===== src/rtl/dwc_pkg.sv =====
package dwc_pkg;

    localparam int DWC_WORD_W = 8;

    typedef enum logic {
        ST_TERM = 1'b0,
        ST_DOWN = 1'b1
    } dwc_state_e;

endpackage


===== src/rtl/dwc_word_hold.sv =====
module dwc_word_hold #(
    parameter int W = 8
) (
    input  logic         clk,
    input  logic         rst,
    input  logic         load,
    input  logic [W-1:0] bus_in,
    output logic [W-1:0] word_eff
);

    logic [W-1:0] held_q;

    // Capture on every edge the strobe is high; keep otherwise.
    always_ff @(posedge clk) begin
        if (rst) begin
            held_q <= '0;
        end else if (load) begin
            held_q <= bus_in;
        end
    end

    // Transparent path while the strobe is high.
    always_comb begin
        word_eff = load ? bus_in : held_q;
    end

endmodule


===== src/rtl/dwc_down_core.sv =====
module dwc_down_core
    import dwc_pkg::*;
#(
    parameter int W = 8
) (
    input  logic         clk,
    input  logic         rst,
    input  logic         en,
    input  logic [W-1:0] reload_val,
    output logic         at_zero,
    output logic [W-1:0] count
);

    localparam logic [W-1:0] ONE = W'(1);

    dwc_state_e   state_q;
    dwc_state_e   state_nx;
    logic [W-1:0] count_nx;

    // Next-state and next-count decode.
    always_comb begin
        state_nx = state_q;
        count_nx = count;
        if (en) begin
            unique case (state_q)
                ST_TERM: begin
                    count_nx = reload_val;
                    state_nx = (reload_val == '0) ? ST_TERM : ST_DOWN;
                end
                ST_DOWN: begin
                    count_nx = count - ONE;
                    state_nx = (count == ONE) ? ST_TERM : ST_DOWN;
                end
            endcase
        end
    end

    // State register.
    always_ff @(posedge clk) begin
        if (rst) begin
            state_q <= ST_TERM;
            count   <= '0;
        end else begin
            state_q <= state_nx;
            count   <= count_nx;
        end
    end

    // Outputs.
    always_comb begin
        at_zero = (state_q == ST_TERM);
    end

endmodule


===== src/rtl/dwc_tc_retime.sv =====
module dwc_tc_retime (
    input  logic clk,
    input  logic rst,
    input  logic en,
    input  logic zero_in,
    output logic tc_q
);

    always_ff @(posedge clk) begin
        if (rst) begin
            tc_q <= 1'b0;
        end else if (en) begin
            tc_q <= zero_in;
        end
    end

endmodule


===== src/rtl/divword_counter.sv =====
module divword_counter
    import dwc_pkg::*;
#(
    parameter int WORD_W = DWC_WORD_W
) (
    input  logic              clk,
    input  logic              rst,
    input  logic              cnt_en,
    input  logic              word_sel,
    input  logic [WORD_W-1:0] word_a,
    input  logic [WORD_W-1:0] word_b,
    input  logic              load_a,
    input  logic              load_b,
    output logic              tc_out
);

    localparam int N_WORDS = 2;

    logic [N_WORDS-1:0][WORD_W-1:0] bus_arr;
    logic [N_WORDS-1:0]             load_arr;
    logic [N_WORDS-1:0][WORD_W-1:0] word_eff;
    logic [WORD_W-1:0]              reload_word;
    logic [WORD_W-1:0]              count_q;
    logic                           zero_hit;

    always_comb begin
        bus_arr[0]  = word_a;
        bus_arr[1]  = word_b;
        load_arr[0] = load_a;
        load_arr[1] = load_b;
    end

    for (genvar g = 0; g < N_WORDS; g++) begin : g_hold
        dwc_word_hold #(.W(WORD_W)) u_hold (
            .clk      (clk),
            .rst      (rst),
            .load     (load_arr[g]),
            .bus_in   (bus_arr[g]),
            .word_eff (word_eff[g])
        );
    end

    always_comb begin
        reload_word = word_eff[word_sel];
    end

    dwc_down_core #(.W(WORD_W)) u_core (
        .clk        (clk),
        .rst        (rst),
        .en         (cnt_en),
        .reload_val (reload_word),
        .at_zero    (zero_hit),
        .count      (count_q)
    );

    dwc_tc_retime u_retime (
        .clk     (clk),
        .rst     (rst),
        .en      (cnt_en),
        .zero_in (zero_hit),
        .tc_q    (tc_out)
    );

endmodule


===== config.mk =====
export PLATFORM = sky130hd
export DESIGN_NAME = divword_counter
export DESIGN_NICKNAME = d
export VERILOG_FILES = /design/src/rtl/dwc_pkg.sv /design/src/rtl/dwc_word_hold.sv /design/src/rtl/dwc_down_core.sv /design/src/rtl/dwc_tc_retime.sv /design/src/rtl/divword_counter.sv
export SDC_FILE = /design/constraint.sdc
export NUM_CORES = 1
export LEC_CHECK = 0
export ABC_CLOCK_PERIOD_IN_PS = 1400
export BUFFER_PORTS_ARGS = -buffer_cell sky130_fd_sc_hd__buf_4
export CORE_MARGIN = 1
export CORE_UTILIZATION = 49
export DETAILED_ROUTE_END_ITERATION = 10
export PLACE_DENSITY = 0.74
export RECOVER_POWER = 50
export REMOVE_ABC_BUFFERS = 1
export SLEW_MARGIN = 20
export SYNTH_ARGS = -nofsm -noshare
export SYNTH_HDL_FRONTEND = slang
export SYNTH_SLANG_ARGS = --single-unit

===== constraint.sdc =====
create_clock -name clk -period 1.4 [get_ports clk]
set_input_delay 0.07 -clock clk [delete_from_list [all_inputs] [get_ports clk]]
set_output_delay 0.07 -clock clk [all_outputs]
set_load 0.005 [all_outputs]

## Yosys cells after proc, flatten, opt, wreduce, memory -nomap -nowiden

Cells that the tools add are included.
W data, S select, Z words.

- Flip-flop bits (word level): 26
- Input port bits: 22
- Output and inout port bits: 1
- Word-level logic and storage cells: 18

- $add $sub $neg: 1
- Order comparisons: 1
- Equality and inequality tests: 1
- Multiplexer cells: 8
- Bitwise gates (word level): 1
- Reductions and logical operators: 1

Operator list:

| kind | count |
|---|---|
| $mux W8 | 4 |
| $pmux W8 S2 | 1 |
| $eq A8 B1 Y1 const B | 1 |
| $logic_not A8 Y1 | 1 |
| $sub A8 B1 Y8 const B | 1 |
| $lt A1 B2 Y1 const B | 1 |
| $mux W1 | 2 |
| $pmux W1 S2 | 1 |
| $not A1 Y1 | 1 |

## Longest topological paths before layout

Gate-level depths: netlist of the first run.

- Depth in word-level cells: 6
- Depth in mapped cells: 6
- Depth with buffers taken out: 6

## By module

Synthesis of the first run repeated with hierarchy kept, for this count alone.

- Cells, all modules: 133
- Area total of the unflattened synthesis: 1450.1 µm²

By module, submodules not included:

| module | times used | cells an instance | area each (µm²) | seq. area each (µm²) |
|---|---|---|---|---|
| dwc_word_hold | 2 | 25 | 341.6 | 160.2 |
| dwc_down_core | 1 | 71 | 601.8 | 180.2 |
| divword_counter | 1 | 9 | 131.4 | 0.0 |
| dwc_tc_retime | 1 | 3 | 33.8 | 20.0 |

## Worst setup path after synthesis of the first run

OpenSTA, ideal clock, no wires.

- Path kind: reg2reg
- From: register u_core.count[3]
- To: register u_core.state_q
- Library setup time: 0.132 ns
- Arrival: 1.378 ns
- Data required time: 1.268 ns
- Path slack: -0.110 ns
- Stages on the path, launching flop included: 5
- Buffers on the path: 0
- Period minus slack after synthesis: 1.510 ns
- Cell sequence: dfxtp_1 -> or4_4 -> o31a_1 -> a31oi_1 -> a311oi_1

- Word-level cells in the longest chain between the ends: 3

RTL lines:

| what | RTL line | text |
|---|---|---|
| from (decl) | dwc_down_core.sv:11 | `output logic [W-1:0] count` |
| from (signal assigned) | dwc_down_core.sv:45 | `count <= count_nx;` |
| $eq A8 B1 Y1 | dwc_down_core.sv:32 | `state_nx = (count == ONE) ? ST_TERM : ST_DOWN;` |
| $mux W1 | dwc_down_core.sv:32 |  |
| $pmux W1 S2 | dwc_down_core.sv:25 | `unique case (state_q)` |
| to (signal assigned) | dwc_down_core.sv:44 | `state_q <= state_nx;` |
| to (decl) | dwc_down_core.sv:16 | `dwc_state_e state_q;` |

No other way between the ends.
A chain may end at the register's enable or synchronous reset.

## Worst setup path after layout of the first run

Same ends and word-level chain as after synthesis.

==> metrics.yaml, run 1 <==
setup_path:
  worstSetupEndpointType: "flip-flop"
  reg2reg_to: "u_core.state_q"
  cp_data_required_time_ns: 1.61
  r2r_slack_ns: -0.12
  rr_startpoint: "u_core.count[3]"
  critPathMaxFanout: 2
  critPathKind: "reg -> reg"
  critPathLaunchType: "flip-flop"
  cp.arrival_ns: 1.74
  rr_worst_depth: 4
  crit_path_cell_trace: "or4_4 -> o31a_1 -> a31oi_1 -> a311oi_1"
  startpoint: "u_core.count[3]"
  cp-endpoint: "u_core.state_q"
  slowest_stage: "or4_4"
  max_stage_delay_ns: 0.54
die:
  dieHeight_um: 53.7
  start_util: 0.524
  die_w_um: 53.7
  core_sq_um: 2500
  die_area_sq_um: 2880
  io_pins: 23
  rows: 18
layout:
  area_growth_pct: 27.6
  drive_above_1_share: 0.283
  final_cell_area_sq_um: 1670
  nets: 205
  antennaDiodeCount: 0
yosys:
  synth_simple_gate_area_frac: 0.215
  synth_area_leaders: "dfxtp_1, mux2i_1, nor2_1"
  synthMuxAreaShare: 0.176
  synth_top_family_by_area: "simple AND/OR/NAND/NOR gates"
  synth_edf_count: 0
  ys_types: 36
  yosys.area_share.xor_xnor: 0.00669
  synth_area_sq_um: 1310
  synth_fa_ha_area_frac: 0.0191
  synth-compound-area-share: 0.139
  postSynthAreaPerCell_sq_um: 8.73
  yosysSeqAreaShare: 0.398
  ys.warnings.count: 0
  yosysTopAreaCell: "dfxtp_1"
  async_flop_share: 0
  synth_common_cells: "dfxtp_1, nor2_1, mux2i_1"
  yosysMostFrequentCell: "dfxtp_1"
  ys.flop_type: "dfxtp_1"
  synth_top_area_share: 0.398
  postSynthCellCount: 150
  ys_ff_latch: 26
timing:
  maxSlewHeadroom: 0.783
  tightest_slew_ns: 0.323
  maxSlewViolCount: 0
  setup_ws_ns: -0.124
  rsz0062_at_grt: "true"
  period_share: 1.09
  hold_ws_ns: -0.00149
  fin_skew_ns: 0.0116
  finalHoldViolCount: 1
  period_needed_ns: 1.52
  fmax_mhz: 656
  setup_viol: 3
global_routing:
  grt_pass1_wl_um: 5010
  antenna_found_initial: 0
  grt_overflow: 0
  track_usage: 0.245
  grt_max_degree: 28
  grt_pass1_vias: 1141
drt:
  num_vias: 1209
  wl_per_cell_um: 14.7
  ant_nets: 0
  viasPerCell: 5.76
  drc: 0
  drt-total-wl_um: 3090
  drt-initial-drc-count: 23
  drt_first_pass_iters: 6
clock_network:
  cts_buffer_depth: 2
  cts.sinks: 26
  htree_num_levels: 1
  cts_setup_buffers: 0
  clock_latency_ns: 0.33
  root_buffer: "clkbuf_4"
  numCtsBuffers: 3
  tritoncts: "yes"
  clk_pin_slew_worst_paths_ns: 0.15
placed_design:
  io_buffers: 22
  dpl.hpwl_um: 2240
  place.gp.congestion: 0.848
  placed_cell_area_sq_um: 1560
  post-place-ws_ns: -0.124
flow_run:
  drv_cap: 0
run_status:
  violations: "negative hold slack, negative setup slack"
  status: "complete, but fails checks"
min_path:
  hold_class: "in -> reg"
power_and_ir_drop:
  power_leakage_nw: 0.719
  irDropWorstVdd_v: 0.000747
  powerDensity_nw_per_um2: 1010
  finalPower_w: 0.00169
-- logic make-up (layout without fill, tap and decap cells) --
kind of cell,after synthesis,count (layout)
compound gates,28,28
buf+inv,15,45
fa+ha+maj,2,2
flops,26,26
mux,23,23
simple gates,55,55
xor+xnor,1,1
-- per-stage QoR --
stage	utilization	TNS (ns)	instances
after floorplan	-	-0.110	142
after global placement	0.624	-0.166	205
after detailed placement	0.624	-0.297	205
after CTS	0.653	-0.293	210
after global routing	0.668	-0.349	210
final	0.668	-0.164	210
-- repair_timing --
action	4_1_cts	5_1_grt
pin swaps	4	9
hold endpoints to repair	1	0
gates resized for setup	5	9
setup endpoints to repair	4	5
hold buffers	1	0
-- worst max-delay path: cells and delay by family, from the launching register on --
kind / cells / cell delay, ns
and+or+nand+nor: 1 / 0.54
DFF: 1 / 0.35
AOI/OAI and AO/OA: 3 / 0.52
-- final cells by class --
cell class / instances / area [sq um]
Multi-Input combinational cell: 109 / 783
Inverter: 7 / 26.3
Clock buffer: 4 / 36.3
Tap cell: 30 / 37.5
Timing Repair Buffer: 34 / 262
Fill cell: 195 / 830
Sequential cell: 26 / 526
-- report_power, final --
group | switching, W | total [W] | internal, W
clock network | 0.000227 | 0.000386 | 0.000159
logic | 0.000239 | 0.000469 | 0.000230
registers | 0.0000348 | 0.000833 | 0.000798
-- routing by layer --
metal	share of wire	vias to the layer above	wire length [um]	track usage
met2	0.47	28	1440	0.391
met1	0.47	568	1440	0.318
met5	0	-	0	0
met4	0.028	0	88	0.136
met3	0.039	8	120	0.0282
li1	-	605	-	-
-- sequential cells by signal, indices dropped and copies added, names as in the netlist --
name,flops
u_retime.tc_q,1
u_core.count,8
g_hold.u_hold.held_q,16
u_core.state_q,1
-- cell usage in the layout, fill, tap and decap left out, drive strengths merged, types with 3 or more instances in the layout --
cell    Yosys  layout
or4         4       4
nor2       24      24
mux2i      23      23
a31oi       3       3
inv         6       6
nand2       7       7
nor3        4       4
clkbuf      4       4
nor4        4       4
dfxtp      26      26
o21ai       7       7
buf         4      33
a21oi       7       7
-- worst min path at each step --
stage               startpoint                    endpoint  slack, ns  cells after the start
detailed placement      cnt_en             u_core.count[1]       0.35                      2
global placement     word_b[3]  g_hold[1].u_hold.held_q[3]       0.34                      3
global route         word_b[3]  g_hold[1].u_hold.held_q[3]       0.01                      3
CTS                  word_b[3]  g_hold[1].u_hold.held_q[3]      0.001                      3
finish               word_b[3]  g_hold[1].u_hold.held_q[3]     -0.001                      3
floorplan                  rst             u_core.count[6]       0.14                      1
No activity file was read; power rests on OpenSTA's default activity.
==> run 2, diff against run 1 <==
--- a/config.mk
+++ b/config.mk
@@ -5,8 +5,10 @@
 export SDC_FILE = /design/constraint.sdc
 export NUM_CORES = 1
 export LEC_CHECK = 0
+export ABC_AREA = 1
 export ABC_CLOCK_PERIOD_IN_PS = 1400
 export BUFFER_PORTS_ARGS = -buffer_cell sky130_fd_sc_hd__buf_4
+export CAP_MARGIN = 25
 export CORE_MARGIN = 1
 export CORE_UTILIZATION = 49
 export DETAILED_ROUTE_END_ITERATION = 10
==> run 2 against run 1 <==
Against the previous run:
- global-route usage down 2.5 points
- critical endpoint is now u_core.count[4]
- critical path depth is 3 higher
- core utilization decreased by 7.7 points
- the run now ends clean
==> metrics.yaml, run 2 <==
timing:
  finalSetupTns_ns: 0  # +0.164 ns
  maxSlewHeadroom: 0.822  # +0.0392
  rsz0062_at_grt: "false"
  period_needed_ns: 1.24  # -0.286 ns
  period_share: 0.884  # -0.205
  tightest_slew_ns: 0.266  # -0.0568 ns
  fmax_mhz: 808  # +23%
  maxSlewViolCount: 0  # unchanged
  setup_viol: 0  # -3
  finalHoldViolCount: 0  # -1
  fin_skew_ns: 0.00534  # -0.00622 ns
layout:
  antennaDiodeCount: 0  # unchanged
  largest_reg_flops: 16  # unchanged
  nets: 229  # +12%
  drive_above_1_share: 0.192  # -0.0912
  largest_register: "g_hold.u_hold.held_q"
  final_common_cell: "nand2_1"
  final_cell_area_sq_um: 1480  # -11%
  final_cell_count_no_fill: 233  # +11%
  area_growth_pct: 13.9
  layout_common_cells: "nand2_1, dfxtp_1, nand3_1"
  top_regs: "g_hold.u_hold.held_q: 16 flops, u_core.count: 8 flops"
clock_network:
  postCtsResizedCells: 0  # -5
  clock_latency_ns: 0.31  # -0.02 ns
  cts_buffer_depth: 2  # unchanged
  cts_setup_buffers: 0  # unchanged
  cts_hold_buf: 0  # -1
  clk_pin_slew_worst_paths_ns: 0.14  # about the same
  tritoncts: "yes"
  cts.sinks: 26  # unchanged
  htree_num_levels: 1  # unchanged
  root_buffer: "clkbuf_4"
  numCtsBuffers: 3  # unchanged
yosys:
  yosysTopAreaCell: "dfxtp_1"
  synth_common_cells: "nand2_1, dfxtp_1, nand3_1"
  async_flop_share: 0  # unchanged
  synth_top_area_share: 0.401  # +0.00307
  synth_area_sq_um: 1300  # -0.76%
  ys_types: 28  # -22%
  yosysMostFrequentCell: "nand2_1"
  ys_ff_latch: 26  # unchanged
  ys.flop_type: "dfxtp_1"
  synth_edf_count: 0  # unchanged
  postSynthCellCount: 184  # +23%
  synth_area_leaders: "dfxtp_1, nand2_1, nand3_1"
  yosysSeqAreaShare: 0.401  # +0.00307
  ys.warnings.count: 0  # unchanged
  postSynthAreaPerCell_sq_um: 7.06  # -19%
setup_path:
  crit_path_frequent_cell: "nand2_1"
  crit_path_cell_trace: "inv_1 -> ha_1 -> nand2_1 -> nor2_1 -> nand2_1 -> xor2_1 -> a21oi_1"
  rr_startpoint: "u_core.count[0]"
  cp.arrival_ns: 1.49  # -0.25 ns
  critPathMaxFanout: 4  # +2
  worstSetupEndpointType: "flip-flop"
  crit_buf_inv: 1  # +1
  critPathKind: "reg -> reg"
  rr_worst_depth: 7  # +3
  r2r_slack_ns: 0.16  # +0.29 ns
  critPathLaunchType: "flip-flop"
  cp_data_required_time_ns: 1.66  # +0.05 ns
  max_stage_delay_ns: 0.35  # -0.19 ns
  reg2reg_to: "u_core.count[4]"
  slowest_stage: "dfxtp_1"
  critical_path.top_delay_family: "flip-flops"
drt:
  drt_first_pass_iters: 4  # -2
  num_vias: 1223  # +1.2%
  drt-initial-drc-count: 20  # -13%
  dr.max_layer_used: "met4"
  drt-met1-wl_um: 1290  # -10%
  met2_length_um: 1300  # -10%
  viasPerCell: 5.25  # -8.8%
  wl_per_cell_um: 11.6  # -21%
  ant_nets: 0  # unchanged
  drt-total-wl_um: 2710  # -12%
  drc: 0  # unchanged
  wl_met3_um: 105  # -13%
placed_design:
  place_inst: 230  # +12%
  dpl.hpwl_um: 2090  # -6.8%
  place.gp.congestion: 0.866  # +2.2%
  io_buffers: 22  # unchanged
  placed_cell_area_sq_um: 1460  # -6.6%
die:
  start_util: 0.520  # -0.00400
  dieHeight_um: 53.5  # -0.36%
  core_sq_um: 2500  # unchanged
  die_area_sq_um: 2860  # -0.72%
  io_pins: 23  # unchanged
  rows: 18  # unchanged
  die_w_um: 53.5  # -0.36%
global_routing:
  grt_overflow: 0  # unchanged
  antenna_found_initial: 0  # unchanged
  grt_pass1_vias: 1111  # -2.6%
  grt_pass1_wl_um: 4610  # -8.0%
  track_usage: 0.220  # -0.0247
  grt_max_degree: 24  # -14%
run_status:
  status: "complete, no violations"
power_and_ir_drop:
  powerDensity_nw_per_um2: 1000  # -0.62%
  irDropWorstVdd_v: 0.000553  # -26%
  power_leakage_nw: 0.692  # -3.9%
min_path:
  hold_class: "in -> reg"
  min-delay-start: "word_b[5]"
  min_path_cells: 3  # unchanged
  min_to: "g_hold[1].u_hold.held_q[5]"
flow_run:
  drv_cap: 0  # unchanged
## run 2: cell types whose count changed in the layout (fill, tap and decap cells not counted), sizes merged, moves of 3 or more
cell / previous run / this run
nand2: 7 / 63
mux2i: 23 / 0
nand3: 1 / 23
a21oi: 7 / 21
buf: 33 / 22
nor2: 24 / 13
inv: 6 / 16
o21ai: 7 / 2
nor4: 4 / 0
or4: 4 / 0
nor3: 4 / 1
## run 2: worst min-delay path, delay by kind of cell
kind	cells	cell delay, ns
compound gates	1	0.06
buf+inv	1	0.11
simple gates	1	0.06
## run 2: worst max path at each step
stage	end	depth (start not counted)	startpoint
after floorplan	u_core.count[4]	7	u_core.count[0]
after global placement	u_core.count[4]	7	u_core.count[0]
after detailed placement	u_core.count[2]	6	u_core.count[0]
after CTS	u_core.count[2]	6	u_core.count[0]
after global routing	u_core.count[4]	7	u_core.count[0]
final	u_core.count[4]	7	u_core.count[0]
## run 2: layout make-up
class                           count  area [sq um]
Fill cell                         267          1020
Clock buffer                        3          22.5
Inverter                           16          72.6
Timing Repair Buffer               22           165
Tap cell                           30          37.5
Multi-Input combinational cell    136           661
Sequential cell                    26           520
## run 2: per-stage QoR
step                      setup slack, ns   util  power [W]  hold slack [ns]
after floorplan                     0.321      -    0.00106            0.132
after global placement              0.268  0.583    0.00118            0.358
after detailed placement            0.210  0.583    0.00119            0.359
after CTS                           0.177  0.592    0.00150           0.0125
after global routing               0.0343  0.592    0.00157           0.0195
final                               0.162  0.592    0.00148           0.0165
## run 2: logic make-up after synthesis
kind of cell,synth area share
fa+ha+maj,0.0193
xor+xnor,0.0135
buf+inv,0.0905
simple gates,0.346
compound gates,0.130
flops,0.401
## run 2: power breakdown
group | switching, W | total (W) | internal (W) | leakage [nW]
Sequential | 0.0000332 | 0.000828 | 0.000795 | 0.215
Combinational | 0.000202 | 0.000346 | 0.000144 | 0.463
Clock | 0.000210 | 0.000310 | 0.000100 | 0.0138
## run 2: layer usage
layer,GRT usage,vias up
met2,0.377,28
met5,0,-
met3,0.0259,2
met1,0.286,553
met4,0.0614,0
li1,-,640
